===== config.mk =====
export PLATFORM = sky130hd
export DESIGN_NAME = sar_frame_ctrl
export DESIGN_NICKNAME = d
export VERILOG_FILES = /design/src/rtl/sar_frame_pkg.sv /design/src/rtl/sar_seq_fsm.sv /design/src/rtl/sar_result_fifo.sv /design/src/rtl/sar_frame_ctrl.sv
export SDC_FILE = /design/constraint.sdc
export NUM_CORES = 1
export LEC_CHECK = 0
export ABC_AREA = 1
export CORE_MARGIN = 3
export CORE_UTILIZATION = 65
export CTS_CLUSTER_DIAMETER = 100
export DETAILED_ROUTE_END_ITERATION = 6
export DONT_BUFFER_PORTS = 1
export PLACE_DENSITY = 0.77
export SYNTH_ARGS = -nofsm -noshare
export SYNTH_HDL_FRONTEND = slang
export SYNTH_SLANG_ARGS = --single-unit

===== constraint.sdc =====
create_clock -name clk_i -period 5 [get_ports clk_i]
set_clock_uncertainty 0.2 [all_clocks]
set_input_delay 0 -clock clk_i [delete_from_list [all_inputs] [get_ports clk_i]]
set_output_delay 0 -clock clk_i [all_outputs]
set_load 0.01 [all_outputs]

===== src/rtl/sar_frame_pkg.sv =====
package sar_frame_pkg;
  parameter int unsigned DATA_W     = 12;
  parameter int unsigned CH_W       = 2;
  parameter int unsigned WORD_W     = 16;
  parameter int unsigned FIFO_DEPTH = 16;

  typedef enum logic [1:0] {
    ST_IDLE,
    ST_SAMPLE,
    ST_START,
    ST_WAIT
  } seq_state_e;
endpackage


===== src/rtl/sar_seq_fsm.sv =====
module sar_seq_fsm
  import sar_frame_pkg::*;
#(
  parameter int unsigned CH_W = 2
) (
  input  logic            clk_i,
  input  logic            rst_ni,
  input  logic            enable_i,
  input  logic            fast_mode_i,
  input  logic            trig_i,
  input  logic            conv_done_i,
  output logic            sample_o,
  output logic            conv_start_o,
  output logic [CH_W-1:0] mux_sel_o,
  output logic            push_o,
  output logic            fast_q_o
);
  localparam logic [CH_W-1:0] LAST_CH = {CH_W{1'b1}};

  seq_state_e      state_q, state_d;
  logic [CH_W-1:0] ch_q;
  logic            fast_q;
  logic            accept, last_done;

  assign accept    = (state_q == ST_IDLE) && enable_i && trig_i;
  assign push_o    = (state_q == ST_WAIT) && enable_i && conv_done_i;
  assign last_done = fast_q || (ch_q == LAST_CH);

  always_comb begin
    state_d = state_q;
    unique case (state_q)
      ST_IDLE:   if (accept) state_d = ST_SAMPLE;
      ST_SAMPLE: state_d = enable_i ? ST_START : ST_IDLE;
      ST_START:  state_d = enable_i ? ST_WAIT : ST_IDLE;
      ST_WAIT: begin
        if (!enable_i)   state_d = ST_IDLE;
        else if (push_o) state_d = last_done ? ST_IDLE : ST_START;
      end
      default:   state_d = ST_IDLE;
    endcase
  end

  always_ff @(posedge clk_i or negedge rst_ni) begin
    if (!rst_ni) begin
      state_q <= ST_IDLE;
      ch_q    <= '0;
      fast_q  <= 1'b0;
    end else begin
      state_q <= state_d;
      if (accept) begin
        ch_q   <= '0;
        fast_q <= fast_mode_i;
      end else if (push_o && !last_done) begin
        ch_q <= ch_q + 1'b1;
      end
    end
  end

  assign sample_o     = (state_q == ST_SAMPLE);
  assign conv_start_o = (state_q == ST_START);
  assign mux_sel_o    = ch_q;
  assign fast_q_o     = fast_q;
endmodule


===== src/rtl/sar_result_fifo.sv =====
module sar_result_fifo #(
  parameter int unsigned WIDTH = 16,
  parameter int unsigned DEPTH = 16,
  localparam int unsigned AW    = $clog2(DEPTH),
  localparam int unsigned LVL_W = $clog2(DEPTH + 1)
) (
  input  logic             clk_i,
  input  logic             rst_ni,
  input  logic             push_i,
  input  logic [WIDTH-1:0] wdata_i,
  input  logic             pop_i,
  input  logic             ovf_clr_i,
  output logic [WIDTH-1:0] rdata_o,
  output logic             empty_o,
  output logic             full_o,
  output logic [LVL_W-1:0] level_o,
  output logic             ovf_o
);
  localparam logic [AW-1:0]    PTR_LAST = AW'(DEPTH - 1);
  localparam logic [LVL_W-1:0] LVL_FULL = LVL_W'(DEPTH);

  logic [WIDTH-1:0] mem [DEPTH];
  logic [AW-1:0]    wr_ptr_q, rd_ptr_q;
  logic [LVL_W-1:0] cnt_q;
  logic             ovf_q, do_push, do_pop;

  assign empty_o = (cnt_q == '0);
  assign full_o  = (cnt_q == LVL_FULL);
  assign do_push = push_i && !full_o;
  assign do_pop  = pop_i && !empty_o;

  always_ff @(posedge clk_i) begin
    if (do_push) mem[wr_ptr_q] <= wdata_i;
  end

  always_ff @(posedge clk_i or negedge rst_ni) begin
    if (!rst_ni) begin
      wr_ptr_q <= '0;
      rd_ptr_q <= '0;
      cnt_q    <= '0;
      ovf_q    <= 1'b0;
    end else begin
      if (do_push) wr_ptr_q <= (wr_ptr_q == PTR_LAST) ? '0 : wr_ptr_q + 1'b1;
      if (do_pop)  rd_ptr_q <= (rd_ptr_q == PTR_LAST) ? '0 : rd_ptr_q + 1'b1;
      cnt_q <= cnt_q + LVL_W'(do_push) - LVL_W'(do_pop);
      // a drop in the same cycle wins over a clear
      if (push_i && full_o) ovf_q <= 1'b1;
      else if (ovf_clr_i)   ovf_q <= 1'b0;
    end
  end

  assign rdata_o = empty_o ? '0 : mem[rd_ptr_q];
  assign level_o = cnt_q;
  assign ovf_o   = ovf_q;
endmodule


===== src/rtl/sar_frame_ctrl.sv =====
module sar_frame_ctrl
  import sar_frame_pkg::*;
#(
  parameter int unsigned DATA_W = sar_frame_pkg::DATA_W,
  parameter int unsigned CH_W   = sar_frame_pkg::CH_W,
  parameter int unsigned WORD_W = sar_frame_pkg::WORD_W,
  parameter int unsigned DEPTH  = sar_frame_pkg::FIFO_DEPTH,
  localparam int unsigned LVL_W = $clog2(DEPTH + 1),
  localparam int unsigned PAD_W = WORD_W - DATA_W - CH_W
) (
  input  logic              clk_i,
  input  logic              rst_ni,
  input  logic              enable_i,
  input  logic              fast_mode_i,
  input  logic              trig_i,
  output logic              sample_o,
  output logic [CH_W-1:0]   mux_sel_o,
  output logic              conv_start_o,
  input  logic              conv_done_i,
  input  logic [DATA_W-1:0] conv_data_i,
  input  logic              rd_en_i,
  output logic [WORD_W-1:0] rd_data_o,
  output logic              empty_o,
  output logic              full_o,
  output logic [LVL_W-1:0]  level_o,
  output logic              ovf_o,
  input  logic              ovf_clr_i
);
  logic              push, fast_q;
  logic [WORD_W-1:0] word;

  sar_seq_fsm #(.CH_W(CH_W)) u_seq (
    .clk_i        (clk_i),
    .rst_ni       (rst_ni),
    .enable_i     (enable_i),
    .fast_mode_i  (fast_mode_i),
    .trig_i       (trig_i),
    .conv_done_i  (conv_done_i),
    .sample_o     (sample_o),
    .conv_start_o (conv_start_o),
    .mux_sel_o    (mux_sel_o),
    .push_o       (push),
    .fast_q_o     (fast_q)
  );

  generate
    if (PAD_W > 0) begin : g_pad
      assign word = {{PAD_W{1'b0}}, mux_sel_o, conv_data_i};
    end else begin : g_nopad
      assign word = {mux_sel_o, conv_data_i};
    end
  endgenerate

  sar_result_fifo #(.WIDTH(WORD_W), .DEPTH(DEPTH)) u_fifo (
    .clk_i     (clk_i),
    .rst_ni    (rst_ni),
    .push_i    (push),
    .wdata_i   (word),
    .pop_i     (rd_en_i),
    .ovf_clr_i (ovf_clr_i),
    .rdata_o   (rd_data_o),
    .empty_o   (empty_o),
    .full_o    (full_o),
    .level_o   (level_o),
    .ovf_o     (ovf_o)
  );
endmodule


## After elaboration in Yosys (flattened, before gate mapping)

Memories as Yosys holds them, arrays and structs flattened.
Index checks and enable logic that the tools add are counted.

| storage, ports and cells | value |
|---|---|
| register bits | 19 |
| RAM bits | 224 |
| input bits | 20 |
| output and inout bits | 28 |
| logic and storage cells | 55 |
| memories kept | 1 |

| cells by class | value |
|---|---|
| $add $sub $neg | 5 |
| equal/unequal tests | 9 |
| mux-type cells | 16 |
| reduce and logical (&&, ||, !) cells | 17 |

Memory list:

| name | words | bits a word | read ports | clocked after memory_dff | wr ports | line | RTL |
|---|---|---|---|---|---|---|---|
| u_fifo.mem | 16 | 14 | 1 | 0 | 1 | sar_result_fifo.sv:22 | `logic [WIDTH-1:0] mem [DEPTH];` |

Operators with widths:

| kind | number |
|---|---|
| 16-bit 2-to-1 mux | 1 |
| 2-bit 2-to-1 mux | 8 |
| 4-bit by 1-bit adder with 4-bit output (second input constant) | 2 |
| 4-bit equality test (second input constant) | 2 |
| 1-bit logical AND | 8 |
| 4-bit 2-to-1 mux | 2 |
| 2-bit one-hot mux with 4 select lines | 1 |
| 2-bit equality test (second input constant) | 3 |
| 5-bit by 1-bit adder with 5-bit output | 1 |
| 5-bit equality test (second input constant) | 1 |
| 5-bit logical NOT | 1 |
| 5-bit by 1-bit subtractor with 5-bit output | 1 |
| 1-bit 2-to-1 mux | 4 |
| 2-bit nonzero test | 2 |
| 1-bit logical NOT | 3 |
| 3-bit by 2-bit inequality test with 1-bit output (second input constant) | 1 |
| 2-bit by 1-bit adder with 2-bit output (second input constant) | 1 |
| 2-bit by 1-bit equality test with 1-bit output (second input constant) | 1 |
| 2-bit logical NOT | 1 |
| 2-bit by 1-bit inequality test with 1-bit output (second input constant) | 1 |
| 2-bit AND reduction | 1 |
| 1-bit logical OR | 1 |

## Logic depth before layout (Yosys ltp)

Gate-level depths: netlist (run 1).

| logic depth | value |
|---|---|
| depth after elaboration | 6 |
| mapped depth | 13 |
| gate-level depth less buffers | 13 |

## Hierarchy

From an unflattened synthesis (run 1), not the netlist that was laid out.

| unflattened totals | value |
|---|---|
| cells, all modules | 1206 |
| area total of the unflattened synthesis | 12089.1 um2 |

By module, submodules not included:

| module | instances | cells each | area an instance (um2) | sequential area each (um2) |
|---|---|---|---|---|
| sar_result_fifo | 1 | 1170 | 11818.8 | 8037.7 |
| sar_seq_fsm | 1 | 35 | 266.5 | 125.1 |
| sar_frame_ctrl | 1 | 1 | 3.8 | 0.0 |

## Least setup slack after synthesis (run 1)

Ideal clock, no wire load.

| path | value |
|---|---|
| path kind | register to register |
| from | reg u_fifo.cnt_q[3], in the netlist u_fifo.level_o[3] |
| to | reg u_fifo.cnt_q[4], in the netlist u_fifo.level_o[4] |
| library setup time | 128 ps |
| data arrival time | 2323 ps |
| required time | 4672 ps |
| setup slack | 2349 ps |
| stages on the path, launching flop included | 14 |
| path buffers | 0 |
| period minus slack after synthesis | 2651 ps |
| cells stage by stage | dfrtp_1 > inv_1 > ha_1 > nand4_1 > nand2_1 > inv_2 > ha_1 > inv_1 > ha_1 > inv_1 > fa_1 > o21ai_0 > a21oi_1 > xor2_1 |

| on the way | value |
|---|---|
| elaborated cells on any way between the ends | 8 |
| classes of those cells | 2 x add/sub; 1 x eq/ne; 5 x reduce/logical |

RTL lines:

| what | line | RTL |
|---|---|---|
| start, declared | sar_result_fifo.sv:24 | `logic [LVL_W-1:0] cnt_q;` |
| start signal, assigned | sar_result_fifo.sv:45 | `cnt_q <= cnt_q + LVL_W'(do_push) - LVL_W'(do_pop);` |
| 5-bit logical NOT | sar_result_fifo.sv:27 | `assign empty_o = (cnt_q == '0);` |
| 1-bit logical NOT | sar_result_fifo.sv:30 | `assign do_pop = pop_i && !empty_o;` |
| 1-bit logical AND | sar_result_fifo.sv:30 |  |
| named net u_fifo.do_pop | sar_result_fifo.sv:25 | `logic ovf_q, do_push, do_pop;` |
| 5-bit by 1-bit subtractor with 5-bit output | sar_result_fifo.sv:45 |  |

The timed path passes the listed nets, and every way through them passes these cells.
A chain may end at the register's enable or synchronous reset.

## Worst setup path in the final report (run 1)

| path | value |
|---|---|
| from | reg u_fifo.cnt_q[2], in the netlist u_fifo.level_o[2] |
| to | reg u_fifo.cnt_q[4], in the netlist u_fifo.level_o[4] |

The elaborated chain is that of the path after synthesis.

==> out/results.txt, run 1 <==
Sequential cell fraction of total power: 41.9%
Clock buffer count from CTS: 24
First-pass iteration count of the detailed router: 5
Final routed DRC violation total: 0
DIE HEIGHT: 132 um
Req. time, crit path: 5.19 ns
Setup repair after global routing missed its margin: false
Pwr/cell area: 526 nW/um2
Most frequent cells in the layout: 371 x sky130_fd_sc_hd__nand2_1, 224 x sky130_fd_sc_hd__edfxtp_1, 83 x sky130_fd_sc_hd__nand3_1
Distinct cell type count after synthesis: 25
Critical path's largest stage delay: 0.58 ns
Endpoint of the lowest-slack register-to-register path: u_fifo.level_o[4]
Placer congestion estimate: 0.855
TritonCTS clock tree: done
H-tree levels: 1
Cells taking the most area after synthesis: sky130_fd_sc_hd__edfxtp_1 66%, sky130_fd_sc_hd__nand2_1 14%, sky130_fd_sc_hd__dfrtp_1 4.6%
Data arrival time at the worst-slack endpoint: 3.78 ns
Final number of hold-violating endpoints: 0
Cell with the biggest individual delay on the critical path: sky130_fd_sc_hd__nand4_1
Final-layout fill cell count: 1041
Path class of the lowest-slack min-delay path: input pin to register
Dominant cell type by area after synthesis: sky130_fd_sc_hd__edfxtp_1
Post-synthesis average cell area: 11.1 um2
CTS Buffer Depth: 3
Most frequent standard cell in the layout excluding fill and tap cells: sky130_fd_sc_hd__nand2_1
Antenna violations before repair: 0
Die W: 132 um
Period utilisation layout: 71.9%
Internal power consumption: 3.72 mW
Worst IR drop on VDD: 0.000657 V
Worst r2r src: u_fifo.level_o[2]
Leak Pwr: 4.38 nW
Fraction of final layout cells sized beyond drive strength 1: 5.41%
Std cell rows: 45
Highest fanout seen on the critical path: 16
Core outline area: 15300 um2
Number of cells produced by synthesis: 921
Number of max-cap violations: 0
Switching power share of the total: 37.2%
Slew @ Worst Pin: 1.30 ns
Count of input and output buffers: 0
DIE AREA: 17300 um2
Setup_tns: 0 ns
Total of endpoints with negative setup slack in the final report: 0
Register-to-Register Path Depth: 13
Clock slew seen by the registers of the worst setup and hold paths: 0.06 ns
Worst setup path class: register to register
Area growth from synthesis to layout: 9.99%
Yosys warning total: 0
Final critical-path required period: 3.60 ns
ANT nets after route: 0
Via count of the first global-routing pass: 6442
Final worst-path setup slack: 1.40 ns
Ports: 48
Total overflow reported by the global router: 0
Hold Path Cell Cnt: 3
Wire length of the first global-routing pass: 36200 um
Number of diodes added for antenna fixing: 0
Maximum operating frequency: 278 MHz
Critical path startpoint category: register
Combinational fraction of design power: 31.0%
Switching power: 2.20 mW
Setup Slack @ Placement: 1.56 ns
Routed vias: 6729
Clock Root Buffer: sky130_fd_sc_hd__clkbuf_16
Synthesized area: 10200 um2
Number of DRC markers after the initial detailed-route iteration: 835
Vias per cell: 5.74
Final Max Slew Viols: 0
Slew headroom: 13.3%
Register-to-Register Setup Slack: 1.40 ns
Min-Delay Startpoint: enable_i
Clock Power Share: 27.1%
Worst hold endpoint: u_seq.state_q[1]
Sort of element at the end of the critical path: register
All-Layer GR Usage: 26.7%
Average wire length per cell after detail routing: 19.5 um
Wirelength, routed: 22800 um
Cells traversed along the worst timing path: inv_1 > ha_1 > nand4_1 > nand2_1 > inv_2 > ha_1 > inv_1 > ha_1 > inv_1 > fa_1 > o21ai_0 > a21oi_1 > xor2_1
Clock latency on the worst-skew pair: 0.51 ns
Part of the Yosys area used for sequential elements: 70.3%
Half-perimeter wire length of the detailed placement result: 12800 um
Outcome: completed
Clock Sinks: 243
Area share of the largest cell type after synthesis: 65.6%
FF+latch count, synth: 243
Final layout net count: 977
Maximum number of pins on one net before global-route repair: 116
Starting density of the core: 66.9%
## logic make-up (layout without fill, tap and decap cells)
kind of cell               Yosys count  count (layout)  synth area share [%]
AOI/OAI and AO/OA                   58              58                  2.83
DFF                                243             243                  70.3
and+or+nand+nor                    525             525                  20.6
adders and majority gates           13              13                  1.66
buffers and inverters               76             115                  4.19
xor gates and xnor gates             5               5                 0.427
other                                1               2                0.0366
## state kept, by name, summed over array words and instances, names as in the netlist
| name | count |
|---|---|
| u_seq.fast_q_o | 1 |
| u_fifo.mem | 224 |
| u_fifo.rd_ptr_q | 4 |
| u_fifo.ovf_o | 1 |
| u_seq.state_q | 2 |
| u_fifo.level_o | 5 |
| u_fifo.wr_ptr_q | 4 |
| u_seq.mux_sel_o | 2 |
## worst max-delay path: cells and delay by family (launching register included)
family	cells	cell delay, ns
AOI/OAI and AO/OA	2	0.38
xor gates and xnor gates	1	0.16
adders and majority gates	4	1.01
buffers and inverters	4	0.35
DFF	1	0.45
and+or+nand+nor	2	0.92
## metal layers
layer / vias up / wire (um) / global-route usage (%)
met3: 37 / 1680 / 3.79
met1: 3244 / 9380 / 38.3
met2: 302 / 11300 / 44.0
li1: 3146 / - / -
met4: 0 / 473 / 6.53
met5: - / 0 / 0
## power groups by stage
stage,clock network (mW),registers (mW),logic (mW)
floorplan,0,2.38,1.54
CTS,1.63,2.47,1.82
detailed placement,0,2.52,1.75
finish,1.61,2.48,1.84
global route,1.71,2.49,2.06
global placement,0,2.51,1.70
## how the worst max path moves through the flow
stage                 startpoint           endpoint  slack, ns  cells past startpoint
2_1_floorplan  u_fifo.level_o[3]  u_fifo.level_o[4]       2.35                     13
3_3_place_gp   u_fifo.level_o[3]  u_fifo.level_o[4]       1.78                     13
3_5_place_dp   u_fifo.level_o[3]  u_fifo.level_o[4]       1.56                     13
4_1_cts        u_fifo.level_o[3]  u_fifo.level_o[4]       1.55                     13
5_1_grt        u_fifo.level_o[3]  u_fifo.level_o[4]       1.23                     13
6_report       u_fifo.level_o[2]  u_fifo.level_o[4]       1.40                     13
## cell usage after synthesis
library cell and instances:
sky130_fd_sc_hd__xnor2_1 1, sky130_fd_sc_hd__nor2_8 1, sky130_fd_sc_hd__buf_4 12, sky130_fd_sc_hd__inv_2 4, sky130_fd_sc_hd__buf_1 3, sky130_fd_sc_hd__nor3_1 1
sky130_fd_sc_hd__nor2_1 63, sky130_fd_sc_hd__edfxtp_1 224, sky130_fd_sc_hd__inv_4 1, sky130_fd_sc_hd__nand2_2 2, sky130_fd_sc_hd__nand3_1 83, sky130_fd_sc_hd__dfrtp_1 19
sky130_fd_sc_hd__inv_1 27, sky130_fd_sc_hd__nand4_1 3, sky130_fd_sc_hd__fa_1 1, sky130_fd_sc_hd__o21ai_0 10, sky130_fd_sc_hd__buf_2 17, sky130_fd_sc_hd__nand2_1 371
sky130_fd_sc_hd__clkbuf_1 2, sky130_fd_sc_hd__buf_6 10, sky130_fd_sc_hd__conb_1 1, sky130_fd_sc_hd__a21oi_1 48, sky130_fd_sc_hd__ha_1 12, sky130_fd_sc_hd__xor2_1 4
sky130_fd_sc_hd__nor2_2 1
## through the flow
step	utilization, %	std cells	power, mW	area [um2]	hold slack [ns]
2_1_floorplan	-	922	3.92	10200	-0.496
3_3_place_gp	67.4	1104	4.21	10300	-0.495
3_5_place_dp	67.4	1104	4.27	10300	-0.495
4_1_cts	73.6	1172	5.93	11300	0.0518
5_1_grt	73.6	1172	6.26	11300	0.0967
6_report	73.6	1172	5.93	11300	0.0809
## cell type report
type                       count  area (um2)  area share [%]
clock buffer                  33         656            5.82
clock inverter                10        40.0           0.355
inverter                      32         123            1.09
multi-input combinational    603        2620            23.2
sequential                   243        7210            63.9
tap                          211         264            2.34
timing repair buffer          40         363            3.22
## what timing repair did
action                    in CTS  in global routing
hold buffers                  25                  0
hold endpoints to repair     241                  0
buffers inserted               0                  0
gates resized for setup        0                  0
Note: power is estimated with default switching activity, not from simulation.
==> inputs of run 2 (changes only) <==
--- a/config.mk
+++ b/config.mk
@@ -7,11 +7,11 @@
 export LEC_CHECK = 0
 export ABC_AREA = 1
 export CORE_MARGIN = 3
-export CORE_UTILIZATION = 65
+export CORE_UTILIZATION = 57
 export CTS_CLUSTER_DIAMETER = 100
 export DETAILED_ROUTE_END_ITERATION = 6
 export DONT_BUFFER_PORTS = 1
-export PLACE_DENSITY = 0.77
+export PLACE_DENSITY = 0.71
 export SYNTH_ARGS = -nofsm -noshare
 export SYNTH_HDL_FRONTEND = slang
 export SYNTH_SLANG_ARGS = --single-unit
==> constraint.sdc (replaced) <==
create_clock -name clk_i -period 3.01 [get_ports clk_i]
set_clock_uncertainty 0.2 [all_clocks]
set_input_delay 0 -clock clk_i [delete_from_list [all_inputs] [get_ports clk_i]]
set_output_delay 0 -clock clk_i [all_outputs]
set_load 0.01 [all_outputs]
==> run 2 against run 1 <==
Combinational power up 78%. Sequential share of layout area down 1.4 points. Sequential power up 60%. Non-clock buffer count up 17. Sequential cell count unchanged. Power up 72%. Clock power up 82%. Critical path type unchanged. Largest power group unchanged.
==> out/results.txt, run 2 (synthesis gave the netlist of run 1 again) <==
Antenna violations before repair: 0
Core outline area: 17400 um2
Via count of the first global-routing pass: 6536
Final Max Slew Viols: 0
Die W: 140 um
Endpoint of the lowest-slack register-to-register path: u_fifo.level_o[4]
Clock slew seen by the registers of the worst setup and hold paths: 0.06 ns
Req. time, crit path: 3.21 ns
Number of buffers inserted by hold repair at cts: 25
Critical path's largest stage delay: 0.43 ns
Pwr/cell area: 883 nW/um2
Placed cell count: 1135
Wirelength, routed: 23100 um
All-Layer GR Usage: 23.8%
Cell with the biggest individual delay on the critical path: sky130_fd_sc_hd__dfrtp_1
Number of max-cap violations: 0
Std cell rows: 48
Setup_tns: 0 ns
Switching power: 3.69 mW
Wire length of the first global-routing pass: 36400 um
DIE AREA: 19600 um2
Maximum operating frequency: 365 MHz
Worst IR drop on VDD: 0.000584 V
Internal power consumption: 6.48 mW
Fraction of final layout cells sized beyond drive strength 1: 7.66%
TritonCTS clock tree: done
Total of endpoints with negative setup slack in the final report: 0
Biggest register: u_fifo.mem
Count of input and output buffers: 0
Most frequent cells in the layout: 371 x sky130_fd_sc_hd__nand2_1, 224 x sky130_fd_sc_hd__edfxtp_1, 83 x sky130_fd_sc_hd__nand3_1
CTS Buffer Depth: 3
Cells traversed along the worst timing path: inv_1 > ha_1 > nand4_1 > nand2_1 > inv_2 > ha_1 > inv_1 > ha_1 > inv_1 > fa_1 > o21ai_0 > a21oi_1 > xor2_1
Data arrival time at the worst-slack endpoint: 2.94 ns
Clock Sinks: 243
Ports: 48
Total overflow reported by the global router: 0
Average wire length per cell after detail routing: 19.2 um
Capturing element of the worst setup path: u_fifo.level_o[4]
Most frequent standard cell in the layout excluding fill and tap cells: sky130_fd_sc_hd__nand2_1
Setup repair after global routing missed its margin: false
Area growth from synthesis to layout: 12.4%
Worst r2r src: u_fifo.level_o[2]
DIE HEIGHT: 140 um
Vias per cell: 5.51
Switching power share of the total: 36.3%
Starting density of the core: 58.8%
Non-filler cells in the finished layout: 1204
First-pass iteration count of the detailed router: 5
Number of DRC markers after the initial detailed-route iteration: 568
Slew headroom: 42.6%
Clock Root Buffer: sky130_fd_sc_hd__clkbuf_16
Maximum number of pins on one net before global-route repair: 114
Final critical-path required period: 2.74 ns
Clock Power Share: 28.8%
Outcome: completed
Sort of element at the end of the critical path: register
Setup repair bufs after CTS: 0
Critical path startpoint category: register
Leak Pwr: 4.51 nW
Highest fanout seen on the critical path: 8
Post-layout power: 10.2 mW
Combinational fraction of design power: 32.2%
ANT nets after route: 0
Path class of the lowest-slack min-delay path: input pin to register
H-tree levels: 1
Final worst-path setup slack: 0.271 ns
Final number of hold-violating endpoints: 0
Period utilisation layout: 91.0%
Placer congestion estimate: 0.777
Slew @ Worst Pin: 0.859 ns
Register-to-Register Path Depth: 13
Clock buffer count from CTS: 24
Final layout net count: 994
Clock latency on the worst-skew pair: 0.51 ns
Routed vias: 6631
Setup Slack @ Placement: 0.302 ns
Number of diodes added for antenna fixing: 0
Final routed DRC violation total: 0
Sequential cell fraction of total power: 39.0%
Total of cells resized after clock tree synthesis: 0
Half-perimeter wire length of the detailed placement result: 13300 um
Worst setup path class: register to register
Max FFs per register: 224
Beginning of the critical path: u_fifo.level_o[2]
Register-to-Register Setup Slack: 0.27 ns
==> run 2: cell count changes in the layout (fill, tap and decap cells not counted), sizes merged <==
cell,previous run,this run
clkinv,10,5
bufinv,0,2
clkinvlp,0,1
clkbuf,33,35
inv,32,33
buf,15,32
==> run 2: worst max-delay path, delay by kind of cell (launching register included) <==
kind,cells,cell delay [ns]
adders and majority gates,4,1.01
DFF,1,0.43
buffers and inverters,4,0.32
AOI/OAI and AO/OA,2,0.28
and+or+nand+nor,2,0.23
xor gates and xnor gates,1,0.14
==> run 2: cell type report <==
type	count	area, um2
Timing Repair Buffer	57	515
Clock inverter	9	97.6
Sequential cell	243	7210
Tap cell	225	282
Inverter	32	123
Multi-Input combinational cell	603	2620
Fill cell	1328	5900
Clock buffer	35	673
==> run 2: metrics by stage <==
stage | utilization, % | cell area (um2) | hold WS, ns
global placement | 60.3 | 10500 | -0.495
global route | 66.1 | 11500 | 0.100
finish | 66.1 | 11500 | 0.0706
CTS | 66.1 | 11500 | 0.0474
detailed placement | 60.3 | 10500 | -0.495
floorplan | - | 10200 | -0.496
==> run 2: metal layers <==
| metal | wire length [um] | global-route usage, % | up-vias | part of all wire [%] |
|---|---|---|---|---|
| li1 | - | - | 3186 | - |
| met1 | 9740 | 33.3 | 3196 | 42 |
| met3 | 1430 | 3.31 | 43 | 6.2 |
| met4 | 477 | 7.80 | 0 | 2.1 |
| met5 | 0 | 0 | - | 0 |
| met2 | 11400 | 39.3 | 206 | 50 |
==> run 2: power by group through the flow <==
stage	clock (mW)	sequential (mW)	combinational, mW
detailed placement	0	4.04	3.21
global placement	0	4.03	3.17
floorplan	0	3.96	2.55
global route	3.09	3.98	3.70
CTS	2.96	3.97	3.31
finish	2.93	3.97	3.27
==> run 2: worst min path at each step <==
stage	startpoint	endpoint	depth (start not counted)
after floorplan	rst_ni	u_fifo.level_o[0]	0
after global placement	rst_ni	u_seq.state_q[0]	0
after detailed placement	rst_ni	u_seq.state_q[0]	0
after CTS	enable_i	u_seq.state_q[1]	3
after global routing	enable_i	u_seq.state_q[1]	3
final	enable_i	u_seq.state_q[1]	3
